--- config.mk ---
export PLATFORM = sky130hd
export DESIGN_NAME = dr_minterm_gate
export DESIGN_NICKNAME = d
export VERILOG_FILES = /design/src/rtl/dr_gate_pkg.sv /design/src/rtl/dr_rst_sync.sv /design/src/rtl/dr_hyst_cell.sv /design/src/rtl/dr_minterm_row.sv /design/src/rtl/dr_rail_merge.sv /design/src/rtl/dr_minterm_gate.sv
export SDC_FILE = /design/constraint.sdc
export NUM_CORES = 1
export LEC_CHECK = 0
export ABC_CLOCK_PERIOD_IN_PS = 900
export BUFFER_PORTS_ARGS = -buffer_cell sky130_fd_sc_hd__buf_2
export CORE_AREA = 2 2 39 41
export CTS_BUF_LIST = sky130_fd_sc_hd__clkbuf_2 sky130_fd_sc_hd__clkbuf_4 sky130_fd_sc_hd__clkbuf_8
export CTS_CLUSTER_SIZE = 28
export DETAILED_ROUTE_END_ITERATION = 6
export DIE_AREA = 0 0 41 43
export GPL_ROUTABILITY_DRIVEN = 0
export PLACE_DENSITY = 0.36
export SLEW_MARGIN = 0
export SYNTH_ARGS = -nofsm -noshare
export SYNTH_HDL_FRONTEND = slang
export SYNTH_SLANG_ARGS = --single-unit
--- constraint.sdc ---
create_clock -name clk -period 0.9 [get_ports clk]
set_input_delay 0.09 -clock clk [delete_from_list [all_inputs] [get_ports clk]]
set_output_delay 0.09 -clock clk [all_outputs]
set_load 0.01 [all_outputs]
--- src/rtl/dr_gate_pkg.sv ---
package dr_gate_pkg;

  localparam int unsigned MAX_INPUTS = 3;

  function automatic int unsigned minterm_count(input int unsigned n_inputs);
    return 32'd1 << n_inputs;
  endfunction

endpackage

--- src/rtl/dr_rst_sync.sv ---
module dr_rst_sync #(
  parameter int STAGES = 2
) (
  input  logic clk,
  input  logic rst_n,
  output logic rst_n_sync
);

  logic [STAGES-1:0] chain_q;
  logic [STAGES-1:0] chain_d;

  always_comb begin
    chain_d = {chain_q[STAGES-2:0], 1'b1};
  end

  always_ff @(posedge clk or negedge rst_n) begin
    if (!rst_n) chain_q <= '0;
    else        chain_q <= chain_d;
  end

  assign rst_n_sync = chain_q[STAGES-1];

endmodule

--- src/rtl/dr_hyst_cell.sv ---
module dr_hyst_cell #(
  parameter int WIDTH = 2
) (
  input  logic             clk,
  input  logic             rst_n,
  input  logic [WIDTH-1:0] rails,
  output logic             q
);

  logic all_hi;
  logic all_lo;
  logic upd_en;
  logic q_nxt;

  always_comb begin
    all_hi = &rails;
    all_lo = ~|rails;
    upd_en = all_hi | all_lo;
    q_nxt  = all_hi;
  end

  always_ff @(posedge clk or negedge rst_n) begin
    if (!rst_n)      q <= 1'b0;
    else if (upd_en) q <= q_nxt;
  end

  AST_CELL_SET_ALL_HI: assert property (@(posedge clk) disable iff (!rst_n)
    $rose(q) |-> $past(&rails));
  AST_CELL_CLR_ALL_LO: assert property (@(posedge clk) disable iff (!rst_n)
    $fell(q) |-> $past(~|rails));

endmodule

--- src/rtl/dr_minterm_row.sv ---
module dr_minterm_row #(
  parameter int N_IN = 2,
  localparam int CELLS = int'(dr_gate_pkg::minterm_count(N_IN))
) (
  input  logic             clk,
  input  logic             rst_n,
  input  logic [N_IN-1:0]  in_t,
  input  logic [N_IN-1:0]  in_f,
  output logic [CELLS-1:0] minterm
);

  for (genvar m = 0; m < CELLS; m++) begin : g_cell
    logic [N_IN-1:0] pick;

    always_comb begin
      for (int i = 0; i < N_IN; i++) begin
        pick[i] = (((m >> i) & 1) != 0) ? in_t[i] : in_f[i];
      end
    end

    dr_hyst_cell #(.WIDTH(N_IN)) u_cell (
      .clk   (clk),
      .rst_n (rst_n),
      .rails (pick),
      .q     (minterm[m])
    );
  end

  AST_ONE_MINTERM: assert property (@(posedge clk) disable iff (!rst_n)
    $onehot0(minterm));

endmodule

--- src/rtl/dr_rail_merge.sv ---
module dr_rail_merge #(
  parameter int CELLS = 4,
  parameter logic [CELLS-1:0] TRUTH = '0
) (
  input  logic [CELLS-1:0] minterm,
  output logic             out_t,
  output logic             out_f
);

  logic [CELLS-1:0] to_true;
  logic [CELLS-1:0] to_false;

  for (genvar m = 0; m < CELLS; m++) begin : g_route
    if (TRUTH[m]) begin : g_one
      assign to_true[m]  = minterm[m];
      assign to_false[m] = 1'b0;
    end else begin : g_zero
      assign to_true[m]  = 1'b0;
      assign to_false[m] = minterm[m];
    end
  end

  assign out_t = |to_true;
  assign out_f = |to_false;

endmodule

--- src/rtl/dr_minterm_gate.sv ---
module dr_minterm_gate #(
  parameter int N_IN = 2,
  parameter logic [(2**N_IN)-1:0] TRUTH = 4'b1011
) (
  input  logic            clk,
  input  logic            rst_n,
  input  logic [N_IN-1:0] in_t,
  input  logic [N_IN-1:0] in_f,
  output logic            out_t,
  output logic            out_f
);

  localparam int CELLS = int'(dr_gate_pkg::minterm_count(N_IN));

  logic             rst_n_sync;
  logic [CELLS-1:0] minterm;
  logic [N_IN-1:0]  in_valid;
  logic [N_IN-1:0]  in_spacer;

  assign in_valid  = in_t ^ in_f;
  assign in_spacer = ~(in_t | in_f);

  dr_rst_sync #(.STAGES(2)) u_rst_sync (
    .clk        (clk),
    .rst_n      (rst_n),
    .rst_n_sync (rst_n_sync)
  );

  dr_minterm_row #(.N_IN(N_IN)) u_row (
    .clk     (clk),
    .rst_n   (rst_n_sync),
    .in_t    (in_t),
    .in_f    (in_f),
    .minterm (minterm)
  );

  dr_rail_merge #(.CELLS(CELLS), .TRUTH(TRUTH)) u_merge (
    .minterm (minterm),
    .out_t   (out_t),
    .out_f   (out_f)
  );

  AST_INPUT_LEGAL: assert property (@(posedge clk) disable iff (!rst_n_sync)
    (in_t & in_f) == '0);
  AST_RAILS_EXCL: assert property (@(posedge clk) disable iff (!rst_n_sync)
    !(out_t && out_f));
  AST_WAIT_ALL_VALID: assert property (@(posedge clk) disable iff (!rst_n_sync)
    $rose(out_t | out_f) |-> $past(&in_valid));
  AST_WAIT_ALL_SPACER: assert property (@(posedge clk) disable iff (!rst_n_sync)
    $fell(out_t | out_f) |-> $past(&in_spacer));
  AST_VALUE_MATCH: assert property (@(posedge clk) disable iff (!rst_n_sync)
    $rose(out_t) |-> $past(TRUTH[in_t]));

endmodule

==> reports/qor.csv, run 1 <==
metric,value,unit
r2r_cells,1,
finalNetCount,39,
routedWlPerCell,8.77,µm
cts_buffers,3,
timing.rr.start,u_row.g_cell[3].u_cell.q$_DFFE_PN0P_,
netlist_area,255,µm²
arrival,1.10,ns
crit_path_max_fanout,2,
timing.fmax,841,MHz
fillers,155,
h-tree-depth,1,
max-cap-violations,0,
io_pins,8,
drv_slew,0,
cts_tree,built,
critPathKind,flop to output pin,
diodes,0,
post-place-cells,39,
final_common_cell,buf_2,
cts-root-buf,clkbuf_4,
cp_cell_sequence,or3_1 -> buf_2,
finalNonFillerCells,43,
max-vdd-ir-drop,0.596,mV
power.total,642,µW
critical_path_required,0.81,ns
viasPerCell,3.67,
ys_top_cells_by_area,"dfrtp_1, ha_1, mux2_2",
p_leak,0.178,nW
netlist.top_cell.by_area,dfrtp_1,
startpoint_type,flop,
drive_above_1_share,0.519,
yosysWarnings,0,
drt_iter0_drc,0,
cts_setup_buffers,0,
synth_cell_types,5,
critPathCaptureType,output pin,
max_stage_delay,0.36,ns
failed_checks,setup timing,
rrSetupSlack,0.16,ns
synth_seq_cells,6,
grt_pass1_wl,627,µm
initial_core_util,0.184,
gr-total-overflow,0,
skew,0.00344,ns
synth_cells,16,
post-dp-hpwl,319,µm
worstSkewPairLatency,0.24,ns
finalSetupViolCount,1,
drc,0,
final_cell_mix,"buf_2, dfrtp_1, mux2_2, ha_1, clkbuf_4",
placed_cell_area,310,µm²
hold_path_class,flop to async pin,
dp_slack,-0.0432,ns
slowest_stage,dfrtp_1,
antenna_found_initial,0,
ant_nets,0,
grt_max_degree,5,
die_x,41,µm
post-route-cell-area,343,µm²
grt.total_usage,0.0617,
synth_top_area_share,0.588,
rows,14,
avgSynthCellArea,16.0,µm²
clock-sinks,6,
die_area,1760,µm²
yosysSeqAreaShare,0.588,
wl,377,µm
hold_viol_final,0,
syn_nets,26,
rsz0062_at_grt,yes,
route.vias.total,158,
area_delta_synth_final,34.3,%
p_per_area,1870,nW/µm²
setup_ws,-0.289,ns
fin_crit_sh,1.32,
reg2reg_to,u_row.g_cell[3].u_cell.q$_DFFE_PN0P_,
die_h,43,µm
clk_path_buf_depth,2,
outcome,"complete, but fails checks",
fp.coreArea,1380,µm²
whs,0.0515,ns
clk_pin_slew_worst_paths,0.05,ns
dr.pass1.iters,1,
cts-resized-gates,0,
min_period,1.19,ns
numPortBuffers,7,
grt_pass1_vias,162,
-- registers in the layout, indices dropped and copies added (netlist names) --
signal                 flops
u_row.g_cell.u_cell.q      4
u_rst_sync.chain_q         2
-- worst max path at each step --
stage                                              start  endpoint  slack [ns]  cells after the start
floorplan           u_row.g_cell[0].u_cell.q$_DFFE_PN0P_     out_t        0.06                      1
global placement    u_row.g_cell[0].u_cell.q$_DFFE_PN0P_     out_t       -0.03                      2
detailed placement  u_row.g_cell[0].u_cell.q$_DFFE_PN0P_     out_t       -0.04                      2
CTS                 u_row.g_cell[0].u_cell.q$_DFFE_PN0P_     out_t       -0.31                      2
global route        u_row.g_cell[0].u_cell.q$_DFFE_PN0P_     out_t       -0.35                      2
finish              u_row.g_cell[0].u_cell.q$_DFFE_PN0P_     out_t       -0.29                      2
-- cell type report --
cell class                 count  area [µm²]  share of cell area
sequential                     6         150               0.438
clock buffer                   3        22.5              0.0657
tap                           16        20.0              0.0584
timing repair buffer           8        45.0               0.131
multi-input combinational     10         105               0.307
-- synthesized netlist by cell type, drive strengths merged --
cell,n
conb,1
dfrtp,6
ha,4
mux2,4
or3,1
-- critical path: cells and delay by family (launching register included) --
family,cells,cell delay (ns)
flops,1,0.36
simple gates,1,0.36
buf+inv,1,0.14
-- power breakdown --
group	internal, mW	leakage (nW)	switching [mW]	total, mW
registers	0.298	0.0749	0.0119	0.310
logic	0.0544	0.0892	0.0364	0.0908
clock network	0.150	0.0138	0.0915	0.242
total	0.503	0.178	0.140	0.642
-- cell families after synthesis --
logic type,after synthesis,synth area share
flops,6,0.588
simple gates,1,0.0245
fa+ha+maj,4,0.196
other cells,1,0.0147
mux,4,0.176
-- per-stage QoR --
| stage | TNS [ns] | utilization |
|---|---|---|
| floorplan | 0 | - |
| global placement | -0.107 | 0.224 |
| detailed placement | -0.166 | 0.224 |
| CTS | -0.308 | 0.248 |
| global route | -0.348 | 0.248 |
| finish | -0.289 | 0.248 |
-- timing repair --
action                                  in CTS  in global routing
endpoints found under the setup margin       1                  1
endpoints found under the hold margin        2                  0
hold buffers                                 1                  0
-- metal layers --
metal / vias up / track usage / part of all wire
li1: 78 / - / -
met1: 74 / 0.0561 / 0.37
met2: 6 / 0.0813 / 0.52
met3: 0 / 0.0314 / 0.10
met4: 0 / 0.0800 / 0
met5: - / 0 / 0
Power figures use the tool's default switching activity.
==> run 2, diff against run 1 <==
--- a/config.mk
+++ b/config.mk
@@ -13,7 +13,6 @@
 export DETAILED_ROUTE_END_ITERATION = 6
 export DIE_AREA = 0 0 41 43
 export GPL_ROUTABILITY_DRIVEN = 0
-export PLACE_DENSITY = 0.36
 export SLEW_MARGIN = 0
 export SYNTH_ARGS = -nofsm -noshare
 export SYNTH_HDL_FRONTEND = slang
==> reports/qor.csv, run 2 (synthesized netlist as in run 1, its figures left out) <==
metric,value,unit,change
dp_slack,-0.0458,ns,-0.00268 ns
die_area,1760,µm²,unchanged
grt_max_degree,5,,unchanged
fp.coreArea,1380,µm²,unchanged
critical_path_required,0.81,ns,about the same
cts-root-buf,clkbuf_4,,
rrSetupSlack,0.14,ns,-0.02 ns
setup_ws,-0.281,ns,+0.00835 ns
final_cell_mix,"buf_2, dfrtp_1, mux2_2, ha_1, clkbuf_4",,
cp_cell_sequence,or3_1 -> buf_2,,
drc,0,,unchanged
drv_slew,0,,unchanged
p_leak,0.178,nW,unchanged
timing.rr.start,u_row.g_cell[3].u_cell.q$_DFFE_PN0P_,,
gr-total-overflow,0,,unchanged
finalNetCount,39,,unchanged
antenna_found_initial,0,,unchanged
crit_path_max_fanout,2,,unchanged
failed_checks,setup timing,,
skew,0.00362,ns,+0.000188 ns
critPathLaunch,u_row.g_cell[0].u_cell.q$_DFFE_PN0P_,,
p_per_area,1860,nW/µm²,-0.99%
worstSkewPairLatency,0.24,ns,about the same
arrival,1.09,ns,about the same
clock-sinks,6,,unchanged
reg2reg_to,u_row.g_cell[3].u_cell.q$_DFFE_PN0P_,,
ant_nets,0,,unchanged
top_regs,"u_row.g_cell.u_cell.q (4), u_rst_sync.chain_q (2)",,
rows,14,,unchanged
routedWlPerCell,9.33,µm,+6.4%
clk_path_buf_depth,2,,unchanged
final_common_cell,buf_2,,
largest_reg_flops,4,,unchanged
numPortBuffers,7,,unchanged
critPathKind,flop to output pin,,
timing.fmax,847,MHz,+0.71%
startpoint_type,flop,,
grt_pass1_vias,168,,+3.7%
dr.pass1.iters,1,,unchanged
max-cap-violations,0,,unchanged
grt_pass1_wl,690,µm,+10%
drive_above_1_share,0.519,,unchanged
fin_crit_sh,1.31,,-0.00928
max-vdd-ir-drop,0.827,mV,+39%
slowest_stage,dfrtp_1,,
hold_path_class,flop to async pin,,
hold_viol_final,0,,unchanged
critPathCaptureType,output pin,,
max_stage_delay,0.36,ns,about the same
io_pins,8,,unchanged
die_x,41,µm,unchanged
tns,-0.281,ns,+0.00835 ns
area_delta_synth_final,34.3,%,unchanged
r2r_cells,1,,unchanged
clk_pin_slew_worst_paths,0.04,ns,about the same
wl,401,µm,+6.4%
cts_tree,built,,
die_h,43,µm,unchanged
drt_iter0_drc,0,,unchanged
diodes,0,,unchanged
outcome,"complete, but fails checks",,
route.vias.total,165,,+4.4%
cts_buffers,3,,unchanged
crit_family,flip-flops,,
h-tree-depth,1,,unchanged
cp_num_buf_inv,1,,unchanged
top_register,u_row.g_cell.u_cell.q,,
grt.total_usage,0.0658,,+0.00405
viasPerCell,3.84,,+4.4%
finalSetupViolCount,1,,unchanged
min_period,1.18,ns,-0.00835 ns
post-dp-hpwl,363,µm,+14%
rsz0062_at_grt,yes,,
initial_core_util,0.184,,unchanged
cts-resized-gates,0,,unchanged
-- run 2: cell type report --
type,instances,area (µm²)
fillers,146,1040
flip-flops and latches,6,150
multi-input cells,10,105
repair buffers,8,45.0
clock buffers,3,22.5
well taps,16,20.0
-- run 2: what timing repair did --
action / 4_1_cts / 5_1_grt
setup buffers: 0 / 0
hold endpoints to repair: 2 / 0
hold buffers: 1 / 0
endpoints found under the setup margin: 1 / 1
-- run 2: metrics by stage --
stage	util	power, mW	cells	hold slack, ns	instance area, µm²
2_1_floorplan	-	0.365	16	-0.206	255
3_3_place_gp	0.224	0.399	39	-0.125	310
3_5_place_dp	0.224	0.408	39	-0.124	310
4_1_cts	0.248	0.659	43	0.0616	343
5_1_grt	0.248	0.697	43	0.0743	343
6_report	0.248	0.636	43	0.0564	343
-- run 2: worst max-delay path by stage --
stage,end,cells past startpoint
floorplan,out_t,1
global placement,out_t,2
detailed placement,u_row.g_cell[3].u_cell.q$_DFFE_PN0P_,3
CTS,out_t,2
global route,out_t,2
finish,out_t,2
-- run 2: layer usage --
layer | vias up | GRT usage | part of all wire
met5 | - | 0 | 0
met4 | 0 | 0.0600 | 0
met3 | 0 | 0.0471 | 0.12
met2 | 8 | 0.0844 | 0.51
met1 | 78 | 0.0660 | 0.37
li1 | 79 | - | -
-- run 2: report_power, final --
group	switching, mW	internal (mW)	total, mW
registers	0.0123	0.298	0.310
logic	0.0379	0.0547	0.0926
clock network	0.0832	0.150	0.233
==> run 3, diff against run 2 <==
--- a/config.mk
+++ b/config.mk
@@ -13,6 +13,7 @@
 export DETAILED_ROUTE_END_ITERATION = 6
 export DIE_AREA = 0 0 41 43
 export GPL_ROUTABILITY_DRIVEN = 0
+export PLACE_DENSITY = 0.41
 export SLEW_MARGIN = 0
 export SYNTH_ARGS = -nofsm -noshare
 export SYNTH_HDL_FRONTEND = slang
==> reports/qor.csv, run 3 (synthesized netlist as in run 1, its figures left out) <==
metric,value,unit,change
outcome,"complete, but fails checks",,
failed_checks,setup timing,,
fin_util,0.248,,unchanged
max-cap-violations,0,,unchanged
busiest_layer,met2,,
cts_setup_buffers,0,,unchanged
diodes,0,,unchanged
drt_iter0_drc,0,,unchanged
grt_pass1_vias,189,,+13%
placed_cell_area,310,µm²,unchanged
critical_path_required,0.81,ns,about the same
rsz0062_at_grt,yes,,
drc,0,,unchanged
max-vdd-ir-drop,0.785,mV,-5.1%
hold_path_class,flop to async pin,,
crit_path_max_fanout,2,,unchanged
cts-root-buf,clkbuf_4,,
dr.pass1.iters,1,,unchanged
post-route-cell-area,343,µm²,unchanged
use_met3,0.0471,,unchanged
drv_slew,0,,unchanged
area_delta_synth_final,34.3,%,unchanged
cts_buffers,3,,unchanged
finalSetupViolCount,1,,unchanged
p_leak,0.178,nW,unchanged
die_x,41,µm,unchanged
post-dp-hpwl,341,µm,-6.0%
ant_nets,0,,unchanged
critPathKind,flop to output pin,,
io_pins,8,,unchanged
die_area,1760,µm²,unchanged
largest_reg_flops,4,,unchanged
rows,14,,unchanged
top_register,u_row.g_cell.u_cell.q,,
timing.fmax,846,MHz,about the same
arrival,1.09,ns,about the same
h-tree-depth,1,,unchanged
startpoint_type,flop,,
top_regs,"u_row.g_cell.u_cell.q (4), u_rst_sync.chain_q (2)",,
grt_max_degree,5,,unchanged
numPortBuffers,7,,unchanged
met1_usage,0.0464,,-0.0196
hold_viol_final,0,,unchanged
skew,0.000338,ns,-0.00329 ns
gr-total-overflow,0,,unchanged
max_stage_delay,0.36,ns,about the same
cts-resized-gates,0,,unchanged
final_common_cell,buf_2,,
slowest_stage,dfrtp_1,,
fin_crit_sh,1.31,,about the same
grt.total_usage,0.0557,,-0.0101
clk_pin_slew_worst_paths,0.04,ns,about the same
cp_cell_sequence,or3_1 -> buf_2,,
fillers,152,,+4.1%
critPathCaptureType,output pin,,
drive_above_1_share,0.519,,unchanged
setup_ws,-0.282,ns,-0.000670 ns
crit_family,flip-flops,,
initial_core_util,0.184,,unchanged
clk_path_buf_depth,2,,unchanged
finalNetCount,39,,unchanged
route.vias.total,157,,-4.8%
fp.coreArea,1380,µm²,unchanged
grt_use_met2,0.0906,,+0.00625
grt_pass1_wl,641,µm,-7.1%
routedWlPerCell,8.28,µm,-11%
cp_num_buf_inv,1,,unchanged
clock-sinks,6,,unchanged
antenna_found_initial,0,,unchanged
p_per_area,1840,nW/µm²,-1.1%
final_cell_mix,"buf_2, dfrtp_1, mux2_2, ha_1, clkbuf_4",,
min_period,1.18,ns,+0.000670 ns
wl,356,µm,-11%
viasPerCell,3.65,,-4.8%
tns,-0.282,ns,-0.000670 ns
power.total,629,µW,-1.1%
worstSkewPairLatency,0.23,ns,about the same
cts_tree,built,,
die_h,43,µm,unchanged
-- run 3: cell counts in the layout (fill, tap and decap cells not counted) --
Identical to the previous run, type by type.
-- run 3: repair_timing --
| item | 4_1_cts | 5_1_grt |
|---|---|---|
| hold buffers | 1 | 0 |
| setup endpoints to repair | 1 | 1 |
| pin swaps | 1 | 0 |
| hold endpoints to repair | 2 | 0 |
-- run 3: area by class of cell --
type	instances	area (µm²)	share of cell area
well taps	16	20.0	0.0584
repair buffers	8	45.0	0.131
flip-flops and latches	6	150	0.438
multi-input cells	10	105	0.307
clock buffers	3	22.5	0.0657
-- run 3: power by group --
part / switching, mW / internal (mW) / leakage [nW] / total, mW
combinational: 0.0355 / 0.0540 / 0.0892 / 0.0895
clock: 0.0788 / 0.150 / 0.0138 / 0.228
sequential: 0.0133 / 0.298 / 0.0749 / 0.311
total: 0.128 / 0.502 / 0.178 / 0.629
-- run 3: routing by layer --
| layer | wire length, µm | part of all wire |
|---|---|---|
| met1 | 136 | 0.38 |
| met2 | 183 | 0.51 |
| met3 | 36 | 0.10 |
| met4 | 0 | 0 |
| met5 | 0 | 0 |
-- run 3: worst paths after layout --
kind / slack [ns] / to / cells past startpoint / from
max: -0.28 / out_t / 2 / u_row.g_cell[1].u_cell.q$_DFFE_PN0P_
min: 0.05 / u_row.g_cell[3].u_cell.q$_DFFE_PN0P_ / 0 / u_rst_sync.chain_q[1]$_DFF_PN0_
max reg2reg: 0.14 / u_row.g_cell[3].u_cell.q$_DFFE_PN0P_ / 1 / u_row.g_cell[3].u_cell.q$_DFFE_PN0P_
min reg2reg: 0.05 / u_row.g_cell[3].u_cell.q$_DFFE_PN0P_ / 0 / u_rst_sync.chain_q[1]$_DFF_PN0_
max in group asynchronous: 0.65 / u_rst_sync.chain_q[1]$_DFF_PN0_ / 2 / rst_n
min in group clk: 0.24 / u_row.g_cell[1].u_cell.q$_DFFE_PN0P_ / 3 / in_f[1]
-- run 3: stage by stage --
stage / setup slack (ns) / instances / hold slack (ns)
global placement: -0.0266 / 39 / -0.125
CTS: -0.298 / 43 / 0.0613
finish: -0.282 / 43 / 0.0544
detailed placement: -0.0420 / 39 / -0.122
floorplan: 0.0563 / 16 / -0.206
global route: -0.335 / 43 / 0.0755
